### config.mk
export PLATFORM = sky130hd
export DESIGN_NAME = sfh_host
export DESIGN_NICKNAME = d
export VERILOG_FILES = /design/src/rtl/sfh_pkg.sv /design/src/rtl/sfh_regs.sv /design/src/rtl/sfh_serdes.sv /design/src/rtl/sfh_host.sv
export SDC_FILE = /design/constraint.sdc
export NUM_CORES = 1
export LEC_CHECK = 0
export ABC_AREA = 1
export BUFFER_PORTS_ARGS = -buffer_cell sky130_fd_sc_hd__buf_2
export CAP_MARGIN = 15
export CORE_AREA = 2 2 131 133
export CTS_BUF_LIST = sky130_fd_sc_hd__clkbuf_16
export DETAILED_ROUTE_END_ITERATION = 8
export DIE_AREA = 0 0 133 135
export HOLD_SLACK_MARGIN = 0.06
export PLACE_DENSITY = 0.86
export SLEW_MARGIN = 20
export SYNTH_ARGS = -nofsm -noshare
export SYNTH_HDL_FRONTEND = slang
export SYNTH_SLANG_ARGS = --single-unit
### constraint.sdc
create_clock -name clk -period 3.49 [get_ports clk]
set_input_delay 0.349 -clock clk [delete_from_list [all_inputs] [get_ports clk]]
set_output_delay 0.349 -clock clk [all_outputs]
set_load 0.01 [all_outputs]
### src/rtl/sfh_pkg.sv
package sfh_pkg;
  localparam int unsigned DW      = 32;
  localparam int unsigned NBITS_W = 6;

  localparam int unsigned OFS_CFG = 0;
  localparam int unsigned OFS_CTL = 8;
  localparam int unsigned OFS_DAT = 12;

  localparam int unsigned CFG_RX_BE = 28;
  localparam int unsigned CFG_TX_BE = 27;
  localparam int unsigned CTL_CS0   = 31;
  localparam int unsigned CTL_CS1   = 30;
  localparam int unsigned CTL_LEN   = 28;
  localparam int unsigned CTL_RDY   = 27;

  // number of bytes for a length code
  function automatic logic [2:0] code_to_bytes(input logic [1:0] code);
    return {1'b0, code} + 3'd1;
  endfunction

  // lane holding the k-th byte on the wire of an n-byte transfer
  function automatic logic [1:0] lane_of(input int k, input logic [2:0] n, input logic be);
    int l;
    l = be ? (3 - k) : (4 - int'(n) + k);
    return l[1:0];
  endfunction

  // word -> wire order, first byte in bits 31:24
  function automatic logic [DW-1:0] pack_tx(input logic [DW-1:0] word, input logic [2:0] n,
                                             input logic be);
    logic [DW-1:0] s;
    s = '0;
    for (int k = 0; k < 4; k++)
      if (k < int'(n)) s[8*(3-k) +: 8] = word[8*int'(lane_of(k, n, be)) +: 8];
    return s;
  endfunction

  // wire order (last byte at bits 7:0) -> word
  function automatic logic [DW-1:0] unpack_rx(input logic [DW-1:0] s, input logic [2:0] n,
                                               input logic be);
    logic [DW-1:0] w;
    w = '0;
    for (int k = 0; k < 4; k++)
      if (k < int'(n)) w[8*int'(lane_of(k, n, be)) +: 8] = s[8*(int'(n)-1-k) +: 8];
    return w;
  endfunction
endpackage

### src/rtl/sfh_regs.sv
module sfh_regs
  import sfh_pkg::*;
#(
  parameter int unsigned AW = 4
) (
  input  logic          clk,
  input  logic          rst_n,
  input  logic          bus_en,
  input  logic          bus_we,
  input  logic [AW-1:0] bus_addr,
  input  logic [DW-1:0] bus_wdata,
  output logic [DW-1:0] bus_rdata,
  input  logic          busy,
  input  logic [DW-1:0] rx_word,
  output logic          cs0_n,
  output logic          cs1_n,
  output logic [1:0]    len_code,
  output logic          rx_be,
  output logic          tx_be,
  output logic          launch,
  output logic          launch_rx
);
  logic hit_cfg, hit_ctl, hit_dat, wr_cfg, wr_ctl;

  assign hit_cfg   = bus_en && (bus_addr == AW'(OFS_CFG));
  assign hit_ctl   = bus_en && (bus_addr == AW'(OFS_CTL));
  assign hit_dat   = bus_en && (bus_addr == AW'(OFS_DAT));
  assign wr_cfg    = hit_cfg && bus_we;
  assign wr_ctl    = hit_ctl && bus_we;
  assign launch    = hit_dat && !busy;
  assign launch_rx = launch && !bus_we;

  always_ff @(posedge clk or negedge rst_n) begin
    if (!rst_n) begin
      rx_be    <= 1'b0;
      tx_be    <= 1'b0;
      cs0_n    <= 1'b1;
      cs1_n    <= 1'b1;
      len_code <= 2'd0;
    end else begin
      if (wr_cfg) begin
        rx_be <= bus_wdata[CFG_RX_BE];
        tx_be <= bus_wdata[CFG_TX_BE];
      end
      if (wr_ctl) begin
        cs0_n    <= bus_wdata[CTL_CS0];
        cs1_n    <= bus_wdata[CTL_CS1];
        len_code <= bus_wdata[CTL_LEN +: 2];
      end
    end
  end

  always_comb begin
    bus_rdata = '0;
    if (hit_cfg) begin
      bus_rdata[CFG_RX_BE] = rx_be;
      bus_rdata[CFG_TX_BE] = tx_be;
    end else if (hit_ctl) begin
      bus_rdata[CTL_CS0]        = cs0_n;
      bus_rdata[CTL_CS1]        = cs1_n;
      bus_rdata[CTL_LEN +: 2]   = len_code;
      bus_rdata[CTL_RDY]        = !busy;
    end else if (hit_dat) begin
      bus_rdata = rx_word;
    end
  end

  // chip selects move only on a control write
  p_cs_hold_r3: assert property (@(posedge clk) disable iff (!rst_n)
    !wr_ctl |=> $stable({cs0_n, cs1_n}));
  // order flags move only on a configuration write
  p_cfg_hold_r2: assert property (@(posedge clk) disable iff (!rst_n)
    !wr_cfg |=> $stable({rx_be, tx_be}));
endmodule

### src/rtl/sfh_serdes.sv
module sfh_serdes
  import sfh_pkg::*;
#(
  parameter int unsigned CLK_DIV = 4
) (
  input  logic               clk,
  input  logic               rst_n,
  input  logic               load,
  input  logic [DW-1:0]      load_stream,
  input  logic [NBITS_W-1:0] load_bits,
  input  logic               miso,
  output logic               sclk,
  output logic               mosi,
  output logic               busy,
  output logic [DW-1:0]      rx_stream,
  output logic               last_ev
);
  localparam int unsigned HALF = CLK_DIV / 2;
  localparam int unsigned CW   = (HALF > 1) ? $clog2(HALF) : 1;

  logic [CW-1:0]      ph_cnt;
  logic [NBITS_W-1:0] bits_left;
  logic [DW-1:0]      tx_sr;
  logic               ph_end, rise_ev, fall_ev;

  assign ph_end  = (ph_cnt == CW'(HALF - 1));
  assign rise_ev = busy && ph_end && !sclk;
  assign fall_ev = busy && ph_end && sclk;
  assign last_ev = fall_ev && (bits_left == NBITS_W'(1));
  assign mosi    = busy && tx_sr[DW-1];

  always_ff @(posedge clk or negedge rst_n) begin
    if (!rst_n) begin
      busy      <= 1'b0;
      sclk      <= 1'b0;
      ph_cnt    <= '0;
      bits_left <= '0;
      tx_sr     <= '0;
      rx_stream <= '0;
    end else if (load) begin
      busy      <= 1'b1;
      sclk      <= 1'b0;
      ph_cnt    <= '0;
      bits_left <= load_bits;
      tx_sr     <= load_stream;
      rx_stream <= '0;
    end else if (busy) begin
      ph_cnt <= ph_end ? '0 : ph_cnt + CW'(1);
      if (rise_ev) begin
        sclk      <= 1'b1;
        rx_stream <= {rx_stream[DW-2:0], miso};
      end
      if (fall_ev) begin
        sclk      <= 1'b0;
        tx_sr     <= {tx_sr[DW-2:0], 1'b0};
        bits_left <= bits_left - NBITS_W'(1);
        if (last_ev) busy <= 1'b0;
      end
    end
  end

  // clock idles low
  p_sclk_idle_r4: assert property (@(posedge clk) disable iff (!rst_n)
    !busy |-> !sclk);
  // outgoing data only changes while the clock is low
  p_mosi_hold_r4: assert property (@(posedge clk) disable iff (!rst_n)
    sclk |-> $stable(mosi));
  // a running shift always has bits left
  p_bits_live_r4: assert property (@(posedge clk) disable iff (!rst_n)
    busy |-> (bits_left != '0));
endmodule

### src/rtl/sfh_host.sv
module sfh_host
  import sfh_pkg::*;
#(
  parameter int unsigned CLK_DIV = 4,
  parameter int unsigned AW      = 4
) (
  input  logic          clk,
  input  logic          rst_n,
  input  logic          bus_en,
  input  logic          bus_we,
  input  logic [AW-1:0] bus_addr,
  input  logic [31:0]   bus_wdata,
  output logic [31:0]   bus_rdata,
  output logic          spi_sclk,
  output logic          spi_mosi,
  input  logic          spi_miso,
  output logic          spi_cs0_n,
  output logic          spi_cs1_n
);
  logic          busy, launch, launch_rx, last_ev, rx_be, tx_be;
  logic [1:0]    len_code;
  logic [2:0]    n_now, xfer_n;
  logic          xfer_rx, xfer_be;
  logic [DW-1:0] rx_word, rx_stream, load_stream;

  assign n_now       = code_to_bytes(len_code);
  assign load_stream = launch_rx ? '0 : pack_tx(bus_wdata, n_now, tx_be);

  sfh_regs #(.AW(AW)) u_regs (
    .clk(clk), .rst_n(rst_n), .bus_en(bus_en), .bus_we(bus_we), .bus_addr(bus_addr),
    .bus_wdata(bus_wdata), .bus_rdata(bus_rdata), .busy(busy), .rx_word(rx_word),
    .cs0_n(spi_cs0_n), .cs1_n(spi_cs1_n), .len_code(len_code), .rx_be(rx_be),
    .tx_be(tx_be), .launch(launch), .launch_rx(launch_rx)
  );

  sfh_serdes #(.CLK_DIV(CLK_DIV)) u_serdes (
    .clk(clk), .rst_n(rst_n), .load(launch), .load_stream(load_stream),
    .load_bits({n_now, 3'b000}), .miso(spi_miso), .sclk(spi_sclk), .mosi(spi_mosi),
    .busy(busy), .rx_stream(rx_stream), .last_ev(last_ev)
  );

  always_ff @(posedge clk or negedge rst_n) begin
    if (!rst_n) begin
      xfer_rx <= 1'b0;
      xfer_n  <= 3'd1;
      xfer_be <= 1'b0;
      rx_word <= '0;
    end else begin
      if (launch) begin
        xfer_rx <= launch_rx;
        xfer_n  <= n_now;
        xfer_be <= rx_be;
      end
      if (last_ev && xfer_rx) rx_word <= unpack_rx(rx_stream, xfer_n, xfer_be);
    end
  end

  // ready drops right after a launch
  p_busy_after_launch_r8: assert property (@(posedge clk) disable iff (!rst_n)
    launch |=> busy);
  // a shift only ever begins from a launching access
  p_busy_source_r9: assert property (@(posedge clk) disable iff (!rst_n)
    $rose(busy) |-> $past(launch));
  // outgoing line low during a receive
  p_mosi_low_rx_r6: assert property (@(posedge clk) disable iff (!rst_n)
    (busy && xfer_rx) |-> !spi_mosi);
  // receive word changes only at the end of a receive
  p_rx_word_src_r10: assert property (@(posedge clk) disable iff (!rst_n)
    (rx_word != $past(rx_word)) |-> $past(last_ev && xfer_rx));
endmodule

==> flow_metrics.tcl <==
set metrics [dict create \
    num_vias 9520 \
    area_growth_syn_to_layout_pct 11.8 \
    final_common_cell "nand2_1" \
    die_h_um 135 \
    cts_sinks 116 \
    synth_seq_cells 116 \
    cp.arrival_ns 3.50 \
    antenna_found_initial 0 \
    antenna_left 0 \
    timing.max_cap.violations 0 \
    cts_buffers 17 \
    yosysSeqAreaShare_pct 31.8 \
    syn_nets 1460 \
    max_slew_margin_pct 30.2 \
    clockBufferDepth 2 \
    die_area_sq_um 18000 \
    p_leak_nw 5.19 \
    grtUsageTotal_pct 31.1 \
    syn_area_sq_um 9140 \
    setup_violations 0 \
    maxSlewViolCount 0 \
    grt_setup_unrepaired "no" \
    path_max_fanout 27 \
    cp_top_family "simple AND/OR/NAND/NOR gates" \
    cp.buffers_inverters 4 \
    power_density_nw_per_um2 604 \
    dieWidth_um 133 \
    ys.flop_type "dfrtp_1" \
    grt_pass1_wl_um 44300 \
    cts-root-buf "clkbuf_16" \
    path_cells "inv_8 -> ha_1 -> inv_2 -> nand2_1 -> nand2_2 -> nor2_1 -> inv_1 -> ha_1 -> nand2_1 -> nor2_1 -> nand4_1 -> nand2_1 -> inv_1 -> a22oi_1" \
    fin_tns_setup_ns 0 \
    synth-edff-count 0 \
    hold_violations 0 \
    end_kind "flop" \
    drive_gt1_share_pct 13.0 \
    overflow 0 \
    finalCriticalPeriod_ns 3.17 \
    vdd_ir_drop_max_uv 498 \
    num-fill-cells 1525 \
    drc 0 \
    boundaryPins 77 \
    drt-initial-drc-count 1034 \
    io_buffers 76 \
    path_class "flop to flop" \
    grt_max_degree 72 \
    cp.required_ns 3.82 \
    ys_async_sr_fraction_pct 100 \
    initial_core_util_pct 55.7 \
    min_path_type "input pin to flop" \
    rows 47 \
    post_drt_wl_per_cell_um 16.4 \
    layout_common_cells "nand2_1 (389), inv_1 (187), nor2_1 (129), dfrtp_1 (113), a21oi_1 (111)" \
    cts.clk_slew.worst_paths_ns 0.06 \
    cts_tree "built" \
    ys_warn_count 1 \
    worst_pin_slew_ns 1.05 \
    drt-pass1-iter-count 8 \
    finClkSkew_ns 0.00939 \
    grt_pass1_vias 8645 \
    status "finished, final reports clean" \
    crit_top_cell "nand2_1" \
    fp.coreArea_sq_um 16400 \
    antenna_cells 0 \
    ctsHtreeMaxLevel 4 \
    avgSynthCellArea_sq_um 6.55 \
    final.period_utilization_pct 90.9 \
    critPathMaxStageDelay_ns 0.58 \
    dp_hpwl_um 19800 \
    multi_input_area_sq_um 5140 \
    crit_slowest_cell "dfstp_2" \
    fmax_mhz 315 \
    vias_per_cell 5.67 \
    finalWeightedCongestion 1.01 \
    seqCellArea_sq_um 2910 \
    start_kind "flop" \
    routed_wl_um 27600 \
    postCtsSetupRepairBufs 0 \
    synth_cells 1395 \
    holdWs_ns 0.159 \
    synth_cell_types 50 \
    nets 1512 \
    clk_latency_ns 0.42 \
]
==> Yosys cell counts, drive strengths merged, types with 2 or more instances <==
library cell / number / area, sq um
o221ai: 3 / 26.3
dfrtp: 113 / 2830
buf: 36 / 233
nor3: 8 / 56.3
nor2: 151 / 683
dfstp: 3 / 78.8
a211oi: 6 / 45.0
o2111ai: 6 / 52.6
o21ai: 77 / 408
nand2: 395 / 1520
a31oi: 9 / 56.3
o22ai: 2 / 12.5
ha: 24 / 300
nand3: 89 / 463
a21oi: 115 / 594
a21boi: 14 / 105
clkinv: 3 / 11.3
nand4: 55 / 357
o211ai: 2 / 15.0
clkbuf: 34 / 128
inv: 193 / 732
a22oi: 49 / 368
==> repair_timing <==
item	CTS	global route
resized for setup	0	1
hold buffers	1	0
endpoints found under the hold margin	45	0
setup endpoints to repair	0	8
==> cell families after synthesis <==
| group | count (synthesis) | synth area share [%] |
|---|---|---|
| buffers and inverters | 266 | 12.1 |
| DFF | 116 | 31.8 |
| adders and majority gates | 24 | 3.29 |
| xor gates and xnor gates | 2 | 0.274 |
| AOI/OAI and AO/OA | 285 | 18.6 |
| and+or+nand+nor | 702 | 33.9 |
==> final cells by class <==
cell class                 count  share of cell area, %
clock inverter                15                   1.23
sequential                   116                   28.5
multi-input combinational   1013                   50.3
clock buffer                  17                   4.17
timing repair buffer         103                   5.88
tap                          220                   2.70
inverter                     196                   7.28
==> report_power, final <==
part / internal, W / total (W) / switching (W)
Combinational: 0.000812 / 0.00243 / 0.00161
Clock: 0.000922 / 0.00164 / 0.000717
Sequential: 0.00183 / 0.00210 / 0.000274
==> metrics by stage <==
| step | worst slack, ns | std cells | util, % | power (W) | cell area, sq um |
|---|---|---|---|---|---|
| after detailed placement | 0.277 | 1647 | 58.8 | 0.00449 | 9650 |
| after global placement | 0.339 | 1647 | 58.8 | 0.00441 | 9650 |
| after global routing | 0.0401 | 1680 | 62.2 | 0.00664 | 10200 |
| after floorplan | 0.0235 | 1395 | - | 0.00390 | 9140 |
| final | 0.318 | 1680 | 62.2 | 0.00617 | 10200 |
| after CTS | 0.270 | 1680 | 62.2 | 0.00616 | 10200 |
==> state kept, by name, indices dropped and copies added (netlist names), 2 cells and up <==
register and count:
xfer_n 3, u_serdes.tx_sr 32, rx_word 32, u_regs.len_code 2, u_serdes.bits_left 6, u_serdes.rx_stream 32
==> worst reg2reg max path, cell delays in order (launching register included) <==
cell,delay [ns]
dfstp_2,0.58
inv_8,0.09
ha_1,0.36
inv_2,0.05
nand2_1,0.07
nand2_2,0.06
nor2_1,0.24
inv_1,0.10
ha_1,0.36
nand2_1,0.13
nor2_1,0.58
nand4_1,0.17
nand2_1,0.09
inv_1,0.05
a22oi_1,0.15
==> metal layers <==
metal / wire length (um) / up-vias / share of wire [%] / GRT usage, %
li1: - / 4670 / - / -
met1: 11800 / 4355 / 43 / 40.2
met2: 12600 / 402 / 46 / 49.1
met3: 1800 / 93 / 6.5 / 5.48
met4: 1430 / 0 / 5.2 / 18.4
met5: 0 / - / 0 / 0
==> path summary, 6_finish.rpt <==
kind / startpoint / end / slack (ns) / cells past startpoint
min in group asynchronous: rst_n / u_serdes.rx_stream[8] / 0.49 / 2
setup / recovery: xfer_n[0] / rx_word[23] / 0.32 / 14
hold / removal: spi_miso / u_serdes.rx_stream[0] / 0.16 / 3
max in group asynchronous: rst_n / u_regs.cs0_n / 2.18 / 3
setup reg to reg: xfer_n[0] / rx_word[23] / 0.32 / 14
hold reg to reg: u_serdes.tx_sr[27] / u_serdes.tx_sr[27] / 0.49 / 2
(Power assumes the default switching activity.)
